## config.mk

```make
export PLATFORM = sky130hd
export DESIGN_NAME = lnk_err_inj
export DESIGN_NICKNAME = d
export VERILOG_FILES = /design/src/rtl/lnk_err_inj.sv
export SDC_FILE = /design/constraint.sdc
export NUM_CORES = 1
export LEC_CHECK = 0
export BUFFER_PORTS_ARGS = -buffer_cell sky130_fd_sc_hd__buf_2
export CAP_MARGIN = 20
export CORE_AREA = 2 2 135 137
export CTS_CLUSTER_DIAMETER = 100
export DETAILED_ROUTE_END_ITERATION = 16
export DIE_AREA = 0 0 137 139
export PLACE_DENSITY = 0.9
export RECOVER_POWER = 50
export SYNTH_ARGS = -nofsm -noshare
export SYNTH_HDL_FRONTEND = slang
export SYNTH_SLANG_ARGS = --single-unit
```

## constraint.sdc

```tcl
create_clock -name clk -period 2.5 [get_ports clk]
set_clock_uncertainty 0.05 [all_clocks]
set_input_delay 0.5 -clock clk [delete_from_list [all_inputs] [get_ports clk]]
set_output_delay 0.5 -clock clk [all_outputs]
set_load 0.02 [all_outputs]
```

## src/rtl/lnk_err_inj.sv

```systemverilog
module lnk_err_inj #(
  parameter int CMD_W = 32,
  parameter int DATA_W = 64,
  parameter int CRC_W = 12,
  parameter int STAT_W = 16,
  parameter int RET_LAT = 4,
  parameter int ALERT_GAP = 2,
  parameter int ALERT_LEN = 4,
  parameter logic [15:0] LFSR_SEED = 16'hACE1
) (
  input  logic              clk,
  input  logic              rst_n,
  input  logic              cmd_valid,
  input  logic [CMD_W-1:0]  cmd_data,
  input  logic              cmd_sync,
  input  logic [1:0]        cmd_rsel,
  input  logic              nb_in_valid,
  input  logic [DATA_W-1:0] nb_in_data,
  input  logic [CRC_W-1:0]  nb_in_crc,
  input  logic              crc_err_in,
  input  logic [STAT_W-1:0] sts_live,
  output logic              nb_out_valid,
  output logic [DATA_W-1:0] nb_out_data,
  output logic [CRC_W-1:0]  nb_out_crc,
  output logic              nb_alert,
  output logic              sts_out_valid,
  output logic [STAT_W-1:0] sts_out_data,
  output logic [1:0]        sts_out_par,
  input  logic              reg_we,
  input  logic [2:0]        reg_addr,
  input  logic [31:0]       reg_wdata,
  output logic [31:0]       reg_rdata
);
  localparam int DLY = RET_LAT + ALERT_GAP;
  localparam int DLY_W = $clog2(DLY + 1);
  localparam int LEN_W = $clog2(ALERT_LEN + 1);

  logic [CMD_W-1:0]  mask_q, match_q;
  logic              arm_crc, arm_alert;
  logic [STAT_W-1:0] usr_val;
  logic [1:0]        usr_par;
  logic              ovr_en, ovr_pend, crc_pend;
  logic [3:0]        st_q;
  logic [15:0]       lfsr;
  logic [DLY_W-1:0]  dly_cnt;
  logic [LEN_W-1:0]  alert_left;

  function automatic logic [1:0] par2(input logic [STAT_W-1:0] v);
    logic [1:0] p;
    p = 2'b00;
    for (int i = 0; i < STAT_W; i++) p[i % 2] = p[i % 2] ^ v[i];
    return p;
  endfunction

  wire hit        = cmd_valid && (((cmd_data ^ match_q) & mask_q) == '0);
  wire alert_idle = (dly_cnt == '0) && (alert_left == '0);
  wire crc_fire   = hit && arm_crc;
  wire alert_fire = hit && arm_alert && alert_idle;
  wire inject_now = crc_pend && nb_in_valid;
  wire alert_go   = (dly_cnt == DLY_W'(1));
  wire is_sync    = cmd_valid && cmd_sync;
  wire wr_ctrl    = reg_we && (reg_addr == 3'd2);
  wire lfsr_fb    = lfsr[15] ^ lfsr[13] ^ lfsr[12] ^ lfsr[10];
  wire [CRC_W-1:0] pat = (lfsr[CRC_W-1:0] == '0) ? CRC_W'(1) : lfsr[CRC_W-1:0];
  wire [3:0] st_set = {inject_now, hit, crc_err_in, alert_go};
  wire [STAT_W-1:0] sts_sel = ovr_pend ? usr_val : sts_live;

  assign nb_alert = (alert_left != '0);

  always_ff @(posedge clk) begin
    if (!rst_n) begin
      lfsr <= LFSR_SEED;
      mask_q <= '0;
      match_q <= '0;
      arm_crc <= 1'b0;
      arm_alert <= 1'b0;
      usr_val <= '0;
      usr_par <= '0;
      ovr_en <= 1'b0;
      ovr_pend <= 1'b0;
      crc_pend <= 1'b0;
      st_q <= '0;
      dly_cnt <= '0;
      alert_left <= '0;
    end else begin
      lfsr <= {lfsr[14:0], lfsr_fb};

      if (reg_we && reg_addr == 3'd0) mask_q <= reg_wdata[CMD_W-1:0];
      if (reg_we && reg_addr == 3'd1) match_q <= reg_wdata[CMD_W-1:0];
      if (reg_we && reg_addr == 3'd3) begin
        usr_val <= reg_wdata[STAT_W-1:0];
        usr_par <= reg_wdata[STAT_W+1:STAT_W];
        ovr_en  <= reg_wdata[STAT_W+2];
      end

      if (wr_ctrl) begin
        arm_crc   <= reg_wdata[0];
        arm_alert <= reg_wdata[1];
      end else begin
        if (crc_fire) arm_crc <= 1'b0;
        if (alert_fire) arm_alert <= 1'b0;
      end

      if (crc_fire) crc_pend <= 1'b1;
      else if (inject_now) crc_pend <= 1'b0;

      if (alert_fire) dly_cnt <= DLY_W'(DLY);
      else if (dly_cnt != '0) dly_cnt <= dly_cnt - 1'b1;

      if (alert_go) alert_left <= LEN_W'(ALERT_LEN);
      else if (alert_left != '0) alert_left <= alert_left - 1'b1;

      if (reg_we && reg_addr == 3'd4) st_q <= (st_q & ~reg_wdata[3:0]) | st_set;
      else st_q <= st_q | st_set;

      if (is_sync) ovr_pend <= (cmd_rsel == 2'b11);
    end
  end

  always_ff @(posedge clk) begin
    if (!rst_n) begin
      nb_out_valid <= 1'b0;
      nb_out_data <= '0;
      nb_out_crc <= '0;
      sts_out_valid <= 1'b0;
      sts_out_data <= '0;
      sts_out_par <= '0;
    end else begin
      nb_out_valid <= nb_in_valid;
      nb_out_data <= nb_in_data;
      nb_out_crc <= nb_in_crc ^ (inject_now ? pat : '0);
      sts_out_valid <= is_sync;
      if (is_sync) begin
        sts_out_data <= sts_sel;
        sts_out_par <= (ovr_pend && ovr_en) ? usr_par : par2(sts_sel);
      end
    end
  end

  always_comb begin
    reg_rdata = '0;
    case (reg_addr)
      3'd0: reg_rdata[CMD_W-1:0] = mask_q;
      3'd1: reg_rdata[CMD_W-1:0] = match_q;
      3'd2: reg_rdata[1:0] = {arm_alert, arm_crc};
      3'd3: reg_rdata[STAT_W+2:0] = {ovr_en, usr_par, usr_val};
      3'd4: reg_rdata[3:0] = st_q;
      default: reg_rdata = '0;
    endcase
  end
endmodule

```

-- Word level (Yosys, flattened, before mapping)
Index checks and enable logic that the tools add are counted.
- word-level logic and storage cells: 100
- flip-flop bits (word level): 209
- output and inout bits: 129
- input bits: 168
- muxes and demuxes: 19
- bitwise logic cells: 25
- reduce and logical (&&, ||, !) cells: 27
- $add $sub $neg: 2
- equality and inequality tests: 6
- operators by type and width (kind ; count):
    15-bit one-hot mux with 3 select lines ; 1
    32-bit AND ; 1
    32-bit zero test ; 1
    32-bit bitwise XOR ; 1
    13-bit one-hot mux with 2 select lines ; 1
    12-bit two-way mux ; 2
    1-bit bitwise XOR ; 17
    16-bit two-way mux ; 1
    1-bit logical AND ; 13
    12-bit zero test ; 1
    3-bit two-way mux ; 4
    12-bit bitwise XOR ; 1
    2-bit one-hot mux with 5 select lines ; 1
    2-bit nonzero test ; 5
    3-bit zero test ; 3
    4-bit OR ; 2
    2-bit one-hot mux with 4 select lines ; 1
    3-bit by 1-bit == test with 1-bit output (second input constant) ; 2
    3-bit by 2-bit == test with 1-bit output (second input constant) ; 2
    1-bit two-way mux ; 6
    3-bit nonzero test ; 2
    3-bit by 1-bit subtractor with 3-bit output (second input constant) ; 2
    4-bit AND ; 1
    4-bit two-way mux ; 1
    6 further kinds ; 7

-- Depth between registers and ports, before layout
Gate-level depths: netlist of run 1.
- depth in word-level cells: 9
- depth in mapped cells: 8

-- Worst setup path after synthesis of run 1
Ideal clock, no wire load.
- path kind: input -> output
- start point: input reg_addr[0]
- end point: output reg_rdata[15]
- buffers on the path: 2
- required time: 1.950 ns
- stages: 5
- arrival time: 1.631 ns
- slack: 0.319 ns
- cells stage by stage: buf_4 > nor2_1 > buf_2 > a21oi_1 > nor2_1
- cells in the longest elaborated chain, start to end: 2
- elaborated cells between the ends (all ways): 4
- RTL lines (element ; line ; source):
    from (decl) ; 30 ; input logic [2:0] reg_addr,
    3-bit by 2-bit == test with 1-bit output (tied with other cells) ; 142 ; case (reg_addr)
    15-bit one-hot mux with 3 select lines * ; 142 ;
    to (decl) ; 32 ; output logic [31:0] reg_rdata
Mark *: on every way between the ends. The rest lies on a longest branch, timed or not.

-- Final worst setup path of run 1
- start point: input reg_addr[0]
- end point: output reg_rdata[2]
- cells in the longest elaborated chain, start to end: 2
- elaborated cells between the ends (all ways): 5
- RTL lines (element ; line):
    3-bit == test (tied with other cells) ; 142
    2-bit one-hot mux with 4 select lines * ; 142
Marked as above.

==> results.sh, run 1 <==
export IMPL_outcome="finished, final reports clean"
export IMPL_path_cells="buf_2 -> inv_1 -> buf_4 -> nor2_1 -> a21oi_1 -> o21ai_1 -> buf_2"
export IMPL_fillers=1458
export IMPL_synth_xor_area_share_pct=7.137
export IMPL_multi_input_area_sq_um=4094
export IMPL_synth_compound_area_share_pct=11.08
export IMPL_overflow=0
export IMPL_antenna_left=0
export IMPL_clock_path_buffers=3
export IMPL_drt_first_pass_iters=5
export IMPL_peakVddDrop_v=0.0005773
export IMPL_nets=1447
export IMPL_place_congestion=0.9082
export IMPL_start_util_pct=48.65
export IMPL_hold_class="in2reg"
export IMPL_cts_sinks=209
export IMPL_vias=8115
export IMPL_die_h_um=139
export IMPL_min_period_ns=2.256
export IMPL_clock_latency_ns=0.52
export IMPL_setup_tns_ns=0
export IMPL_synthMuxAreaShare_pct=7.137
export IMPL_cts_made_buffers=23
export IMPL_grt_total_usage_pct=26.56
export IMPL_portBuffers=296
export IMPL_postCtsHoldBufs=0
export IMPL_crit_top_cell="buf_2"
export IMPL_cts_root_buf="clkbuf_16"
export IMPL_grt_pass1_vias=7715
export IMPL_slew_viol_final=0
export IMPL_synth_main_ff_cell="dfxtp_1"
export IMPL_h_tree_depth=1
export IMPL_design_core_area_sq_um=17660
export IMPL_rr_worst_depth=6
export IMPL_max_cap_viol_count=0
export IMPL_timing_final_crit_share_pct=90.22
export IMPL_p_per_area_nw_per_um2=757.8
export IMPL_grt_pass1_wl_um=40280
export IMPL_design_die_area_sq_um=19040
export IMPL_cpLargestDelayFamily="buffers and inverters"
export IMPL_fin_hold_ws_ns=0.1355
export IMPL_critPathCaptureType="primary output"
export IMPL_relSlewSlack_pct=6.053
export IMPL_worst_slack_ns=0.2444
export IMPL_worst_setup_path_start_kind="input pin"
export IMPL_place_ws_ns=0.2114
export IMPL_synth_nets=1167
export IMPL_drive_gt1_share_pct=25.91
export IMPL_ff_latch_area_sq_um=4184
export IMPL_setup_violations=0
export IMPL_cts_tree="built"
export IMPL_synth_top_family_by_area="simple AND/OR/NAND/NOR gates"
export IMPL_max_stage_delay_ns=0.23
export IMPL_fp_row_count=49
export IMPL_wl_met1_um=9635
export IMPL_crit_buf_inv=4
export IMPL_synth_fa_ha_area_share_pct=0.7282
export IMPL_max_freq_mhz=443.3
export IMPL_ys_seq_area_share_pct=48.70
export IMPL_wl_met3_um=2754
export IMPL_routed_via_density=5.346
export IMPL_synth_edff_count=0
export IMPL_worstPathRequired_ns=1.95
export IMPL_hold_viol_final=0
export IMPL_synth_distinct_cells=44
export IMPL_synthSimpleGateAreaFrac_pct=21.51
export IMPL_area_delta_synth_final_pct=28.85
export IMPL_syn_inst=994
export IMPL_ys_seq_elements=209
export IMPL_arrival_ns=1.71
export IMPL_worstMarginPinSlew_ns=1.409
export IMPL_io_pins=297
export IMPL_critical_path_depth=7
export IMPL_clk_pin_slew_ns=0.06
export IMPL_wl_met2_um=12820
export IMPL_wl_per_cell_um=17.45
export IMPL_drt_iter0_markers=585
export IMPL_min_path_cells=2
export IMPL_highest_layer="met4"
export IMPL_rsz0062_at_grt="no"
export IMPL_hpwl_um=18980
export IMPL_path_class="in2out"
export IMPL_final_util_pct=62.69
export IMPL_antenna_cells=0
export IMPL_async_reset_ff_share_pct=0
export IMPL_power_leakage_nw=4.858
export IMPL_fp_dieW_um=137
export IMPL_post_cts_buffers=0
export IMPL_grt_max_degree=92
export IMPL_avgSynthCellArea_sq_um=8.643
export IMPL_crit_fanout=16
export IMPL_drc=0
export IMPL_antenna_found_initial=0
export IMPL_routed_wl_um=26490
export IMPL_yosys_warnings=0
export IMPL_cts_resized=0
export IMPL_slowest_stage="o21ai_1"
export IMPL_syn_area_sq_um=8591
[cells in the final DEF, fill, tap and decap left out, types with 6 or more instances in the layout]
cell	synthesis	routed
a211oi_1	17	17
a21oi_1	111	111
a22oi_1	19	19
and2_0	0	27
and2_1	75	48
buf_2	23	265
buf_4	2	12
bufinv_16	0	6
clkbuf_1	29	32
clkbuf_16	0	23
dfxtp_1	209	209
inv_1	13	12
mux2i_1	59	59
nand2_1	210	210
nand2b_1	9	9
nand3_1	8	8
nand4_1	7	7
nor2_1	88	86
xnor2_1	11	11
xor2_1	59	59
[state kept, by name (all words and copies together) (netlist names)]
signal,cells
nb_out_crc,12
ovr_en,1
nb_out_valid,1
usr_par,2
sts_out_valid,1
dly_cnt,3
sts_out_par,2
match_q,32
mask_q,32
usr_val,16
alert_left,3
st_q,4
crc_pend,1
sts_out_data,16
arm_crc,1
arm_alert,1
nb_out_data,64
lfsr,16
ovr_pend,1
[where the power goes]
part	leakage [nW]	internal, mW	switching (mW)
Combinational	2.72	0.415	0.629
Sequential	1.72	3.50	0.0915
Clock	0.418	2.37	1.39
[worst register-to-register path: stages (launching register included)]
cell and delay, ns:
dfxtp_1 0.33, xor2_1 0.17, a22oi_1 0.39, nand4_1 0.16, nor3_1 0.33, a41oi_1 0.16
o21a_1 0.19
[metal layers]
layer	vias to the layer above	track usage (%)
met5	-	0
met4	0	13.29
met3	96	5.629
met2	466	45.20
met1	3718	31.29
li1	3835	-
[logic make-up after synthesis]
family / Yosys count
AND/OR/NAND/NOR: 414
flip-flops: 209
AO/OA/AOI/OAI: 164
buffers and inverters: 72
XOR/XNOR: 70
multiplexers: 60
adder cells (fa/ha/maj): 5
[worst paths after layout]
kind | start | to | slack [ns]
worst max-delay path | reg_addr[0] | reg_rdata[2] | 0.24
worst max register to register | match_q[8] | dly_cnt[0] | 0.60
worst min register to register | lfsr[14] | lfsr[15] | 0.35
worst min-delay path | nb_in_data[9] | nb_out_data[9] | 0.14
[final cells by class]
type                    count  area share, %
repair buffers            314          14.55
clock buffers              26          5.482
inverters                  13         0.4521
flip-flops and latches    209          37.80
multi-input cells         713          36.98
clock inverters            14          2.148
well taps                 229          2.588
[stage by stage]
step	power [mW]	std cells	cell area, sq um
4_1_cts	8.445	1518	11140
3_5_place_dp	4.703	1478	10290
3_3_place_gp	4.671	1478	10290
2_1_floorplan	4.280	994	8591
6_report	8.389	1518	11070
5_1_grt	8.667	1518	11070
[Yosys cell counts (2+ instances only)]
cell type | number | area share, %
a21oi_1 | 111 | 6.5
xnor2_1 | 11 | 1.1
nand2_1 | 210 | 9.2
buf_1 | 3 | 0.13
nand4_1 | 7 | 0.51
o22ai_1 | 3 | 0.22
nor3_1 | 2 | 0.12
nand2b_1 | 9 | 0.66
and2_1 | 75 | 5.5
o21ai_0 | 2 | 0.12
ha_1 | 5 | 0.73
clkbuf_1 | 29 | 1.3
buf_2 | 23 | 1.3
or2_1 | 4 | 0.29
nor4_1 | 3 | 0.22
a22oi_1 | 19 | 1.7
mux2i_1 | 59 | 6.9
nor2_1 | 88 | 3.8
xor2_1 | 59 | 6.0
buf_4 | 2 | 0.17
a211oi_1 | 17 | 1.5
nand3_1 | 8 | 0.47
dfxtp_1 | 209 | 49
o21ai_1 | 4 | 0.23
inv_1 | 13 | 0.57
Power figures use the tool's default switching activity.
==> inputs of run 2 (changes only) <==
--- a/config.mk
+++ b/config.mk
@@ -7,11 +7,13 @@
 export LEC_CHECK = 0
 export BUFFER_PORTS_ARGS = -buffer_cell sky130_fd_sc_hd__buf_2
 export CAP_MARGIN = 20
-export CORE_AREA = 2 2 135 137
+export CELL_PAD_IN_SITES_DETAIL_PLACEMENT = 0
+export CELL_PAD_IN_SITES_GLOBAL_PLACEMENT = 1
+export CORE_AREA = 2 2 152 154
 export CTS_CLUSTER_DIAMETER = 100
 export DETAILED_ROUTE_END_ITERATION = 16
-export DIE_AREA = 0 0 137 139
-export PLACE_DENSITY = 0.9
+export DIE_AREA = 0 0 154 156
+export PLACE_DENSITY = 0.95
 export RECOVER_POWER = 50
 export SYNTH_ARGS = -nofsm -noshare
 export SYNTH_HDL_FRONTEND = slang
==> results.sh, run 2 (synthesized netlist as in run 1, its figures left out) <==
export IMPL_outcome="finished, final reports clean"
export IMPL_io_pins=297
export IMPL_fin_area_sq_um=11070
export IMPL_cts_made_buffers=23
export IMPL_worstPathRequired_ns=1.95
export IMPL_timing_rr_start="match_q[8]"
export IMPL_fin_hold_ws_ns=0.1466
export IMPL_drive_gt1_share_pct=24.73
export IMPL_clk_pin_slew_ns=0.06
export IMPL_cts_sinks=209
export IMPL_setup_violations=0
export IMPL_r2r_end="dly_cnt[0]"
export IMPL_hold_class="in2reg"
export IMPL_final_cell_mix="buf_2, nand2_1, dfxtp_1"
export IMPL_overflow=0
export IMPL_ff_latch_area_sq_um=4184
export IMPL_fillers=2173
export IMPL_clock_latency_ns=0.51
export IMPL_critPathCaptureType="primary output"
export IMPL_rr_worst_depth=7
export IMPL_dpl_cell_area_sq_um=10360
export IMPL_start_util_pct=38.41
export IMPL_setup_tns_ns=0
export IMPL_min_period_ns=2.252
export IMPL_path_class="reg2out"
export IMPL_drt_iter0_markers=423
export IMPL_post_cts_buffers=0
export IMPL_place_ws_ns=0.2594
export IMPL_drt_first_pass_iters=5
export IMPL_drc=0
export IMPL_crit_fanout=8
export IMPL_cts_tree="built"
export IMPL_timing_final_crit_share_pct=90.10
export IMPL_ff2ff_setup_slack_ns=0.49
export IMPL_postCtsHoldBufs=0
export IMPL_place_congestion=0.9200
export IMPL_p_total_mw=8.073
export IMPL_die_h_um=156
export IMPL_grt_pass1_wl_um=39670
export IMPL_design_die_area_sq_um=24020
export IMPL_routed_via_density=4.921
export IMPL_fp_row_count=55
export IMPL_vias=7795
export IMPL_area_delta_synth_final_pct=28.90
export IMPL_design_core_area_sq_um=22370
export IMPL_max_freq_mhz=444.0
export IMPL_nets=1450
export IMPL_max_cap_viol_count=0
export IMPL_peakVddDrop_v=0.0003108
export IMPL_clock_path_buffers=3
export IMPL_cts_resized=0
export IMPL_fp_dieW_um=154
export IMPL_relSlewSlack_pct=7.701
export IMPL_slew_viol_final=0
export IMPL_antenna_found_initial=3
export IMPL_hold_viol_final=0
export IMPL_hpwl_um=19380
export IMPL_holdPathEnd="st_q[1]"
export IMPL_max_stage_delay_ns=0.34
export IMPL_slowest_stage="dfxtp_1"
export IMPL_rsz0062_at_grt="no"
export IMPL_worst_slack_ns=0.2476
export IMPL_regMostFlops="nb_out_data"
export IMPL_h_tree_depth=1
export IMPL_grt_max_degree=92
export IMPL_worst_setup_path_start_kind="flop"
export IMPL_antenna_left=0
export IMPL_min_path_cells=3
export IMPL_portBuffers=296
export IMPL_top_regs="nb_out_data: 64 flops, mask_q: 32 flops, match_q: 32 flops"
export IMPL_wl_per_cell_um=16.53
export IMPL_p_per_area_nw_per_um2=729.0
export IMPL_routed_wl_um=26190
export IMPL_grt_pass1_vias=7338
export IMPL_largest_register_ffs=64
export IMPL_multi_input_area_sq_um=4094
export IMPL_final_common_cell="buf_2"
export IMPL_worstMarginPinSlew_ns=1.384
export IMPL_arrival_ns=1.70
export IMPL_path_cells="inv_1 -> ha_1 -> ha_1 -> inv_1 -> buf_2"
export IMPL_power_leakage_nw=4.783
export IMPL_cts_root_buf="clkbuf_16"
export IMPL_hold_start="crc_err_in"
export IMPL_grt_total_usage_pct=20.79
run 2: report_power, final:
| group | switching [mW] | internal (mW) | total [mW] |
|---|---|---|---|
| clock network | 1.37 | 2.08 | 3.44 |
| registers | 0.0919 | 3.50 | 3.59 |
| logic | 0.626 | 0.415 | 1.04 |
run 2: worst max path at each step:
stage / start / to
2_1_floorplan: reg_addr[0] / reg_rdata[15]
3_3_place_gp: reg_addr[1] / reg_rdata[9]
3_5_place_dp: cmd_data[8] / dly_cnt[0]
4_1_cts: alert_left[0] / nb_alert
5_1_grt: alert_left[0] / nb_alert
6_report: alert_left[0] / nb_alert
run 2: cell type report:
class | instances | share of cell area (%)
well taps | 285 | 3.220
repair buffers | 317 | 14.41
flip-flops and latches | 209 | 37.79
diodes | 5 | 0.1130
inverters | 13 | 0.4520
multi-input cells | 713 | 36.97
clock inverters | 11 | 1.040
clock buffers | 31 | 6.011
run 2: per-layer routing:
metal,up-vias,share of wire (%),track usage (%)
met5,-,0,0
met4,0,2.5,6.676
met1,3562,42,27.20
met3,58,7.9,3.694
li1,3851,-,-
met2,324,47,34.96
run 2: through the flow:
step / utilization, % / std cells
floorplan: - / 994
global placement: 46.33 / 1537
detailed placement: 46.33 / 1537
CTS: 49.82 / 1579
global route: 49.48 / 1581
finish: 49.51 / 1584
run 2: worst max-delay path, delay by kind of cell (launching register included):
kind	cells	cell delay, ns
flops	1	0.34
fa+ha+maj	2	0.51
buf+inv	3	0.33
==> inputs of run 3 (changes only) <==
--- a/config.mk
+++ b/config.mk
@@ -15,6 +15,7 @@
 export DIE_AREA = 0 0 154 156
 export PLACE_DENSITY = 0.95
 export RECOVER_POWER = 50
+export SKIP_CTS_REPAIR_TIMING = 1
 export SYNTH_ARGS = -nofsm -noshare
 export SYNTH_HDL_FRONTEND = slang
 export SYNTH_SLANG_ARGS = --single-unit
==> constraint.sdc (replaced) <==
create_clock -name clk -period 2.5 [get_ports clk]
set_clock_uncertainty 0.05 [all_clocks]
set_input_delay 0.125 -clock clk [delete_from_list [all_inputs] [get_ports clk]]
set_output_delay 0.125 -clock clk [all_outputs]
set_load 0.02 [all_outputs]
==> results.sh, run 3 (synthesized netlist as in run 1, its figures left out) <==
export IMPL_outcome="finished, final reports clean"
export IMPL_drive_gt1_share_pct=19.58
export IMPL_final_common_cell="nand2_1"
export IMPL_clock_latency_ns=0.51
export IMPL_fp_row_count=55
export IMPL_antenna_cells=0
export IMPL_wl_per_cell_um=16.98
export IMPL_crit_fanout=20
export IMPL_clk_pin_slew_ns=0.06
export IMPL_fin_area_sq_um=12360
export IMPL_drc=0
export IMPL_path_cells="buf_2 -> inv_1 -> nand2_1 -> nor2_1 -> nand2_1 -> a21oi_1 -> dlygate4sd3_1 -> nor2_1"
export IMPL_area_delta_synth_final_pct=43.91
export IMPL_grt_max_degree=92
export IMPL_critPathCaptureType="flop"
export IMPL_hpwl_um=19320
export IMPL_peakVddDrop_v=0.0005482
export IMPL_grt_total_usage_pct=20.82
export IMPL_relSlewSlack_pct=5.835
export IMPL_clock_path_buffers=3
export IMPL_design_core_area_sq_um=22370
export IMPL_p_per_area_nw_per_um2=689.4
export IMPL_worst_setup_path_start_kind="input pin"
export IMPL_overflow=0
export IMPL_slowest_stage="dlygate4sd3_1"
export IMPL_min_period_ns=1.963
export IMPL_setup_tns_ns=0
export IMPL_slew_viol_final=0
export IMPL_h_tree_depth=1
export IMPL_drt_first_pass_iters=5
export IMPL_arrival_ns=2.31
export IMPL_path_class="in2reg"
export IMPL_cts_root_buf="clkbuf_16"
export IMPL_fp_dieW_um=154
export IMPL_hold_class="in2reg"
export IMPL_worstPathRequired_ns=2.85
export IMPL_nets=1576
export IMPL_grt_pass1_wl_um=39800
export IMPL_largest_register_ffs=64
export IMPL_cts_made_buffers=24
export IMPL_regMostFlops="nb_out_data"
export IMPL_start_util_pct=38.41
export IMPL_portBuffers=296
export IMPL_max_stage_delay_ns=0.57
export IMPL_antenna_left=0
export IMPL_dpl_cell_area_sq_um=10330
export IMPL_routed_via_density=4.937
export IMPL_routed_wl_um=28950
export IMPL_rsz0062_at_grt="no"
export IMPL_power_leakage_nw=5.191
export IMPL_cts_tree="built"
export IMPL_timing_final_crit_share_pct=78.54
export IMPL_max_cap_viol_count=0
export IMPL_grt_pass1_vias=7291
export IMPL_worstMarginPinSlew_ns=1.412
export IMPL_design_die_area_sq_um=24020
export IMPL_vias=8418
export IMPL_antenna_found_initial=0
export IMPL_cts_sinks=209
export IMPL_hold_viol_final=0
export IMPL_io_pins=297
export IMPL_final_cell_mix="nand2_1, dfxtp_1, buf_2"
export IMPL_die_h_um=156
export IMPL_max_freq_mhz=509.3
export IMPL_top_regs="nb_out_data: 64 flops, mask_q: 32 flops, match_q: 32 flops"
export IMPL_drt_iter0_markers=621
export IMPL_place_congestion=0.9005
export IMPL_setup_violations=0
==> run 3: path summary, 6_finish.rpt <==
kind / startpoint / to / slack [ns] / cells after the start
min: cmd_valid / dly_cnt[2] / 0.08 / 5
max: reg_addr[0] / st_q[1] / 0.54 / 8
max reg2reg: match_q[8] / dly_cnt[0] / 0.65 / 6
min reg2reg: lfsr[14] / lfsr[15] / 0.37 / 1
==> run 3: through the flow <==
step	hold WS, ns	std cells	worst slack, ns	total power [mW]	utilization, %
after floorplan	0.1924	994	0.9516	4.280	-
after global placement	0.2804	1533	0.4914	4.687	46.19
after detailed placement	0.2843	1533	0.4960	4.708	46.19
after CTS	-0.2483	1576	0.5718	8.435	50.01
after global routing	0.1189	1705	0.3673	8.841	55.28
final	0.08282	1705	0.5366	8.523	55.28
==> run 3: critical path: cells and delay by family <==
family / cells / cell delay (ns)
compound gates: 1 / 0.16
buf+inv: 3 / 1.33
simple gates: 4 / 0.68
==> run 3: layout make-up <==
cell class	instances	area (sq um)
fillers	2056	10000
flip-flops and latches	209	4184
multi-input cells	713	4094
repair buffers	442	2825
clock buffers	31	688.2
well taps	285	356.6
clock inverters	12	165.2
inverters	13	50.05
==> run 3: report_power, final <==
part	switching (mW)	leakage (nW)	total, mW	internal [mW]
Combinational	0.668	3.05	1.20	0.534
Sequential	0.0970	1.72	3.59	3.50
Clock	1.38	0.419	3.73	2.35
Total	2.14	5.19	8.52	6.38
==> run 3: metal layers <==
layer  track usage, %  vias to the layer above  share of wire, %
met5                0                        -                 0
met4            5.340                        0               2.4
met3            4.417                       47               7.4
met2            35.38                      369                48
met1            26.98                     3910                42
li1                 -                     4092                 -
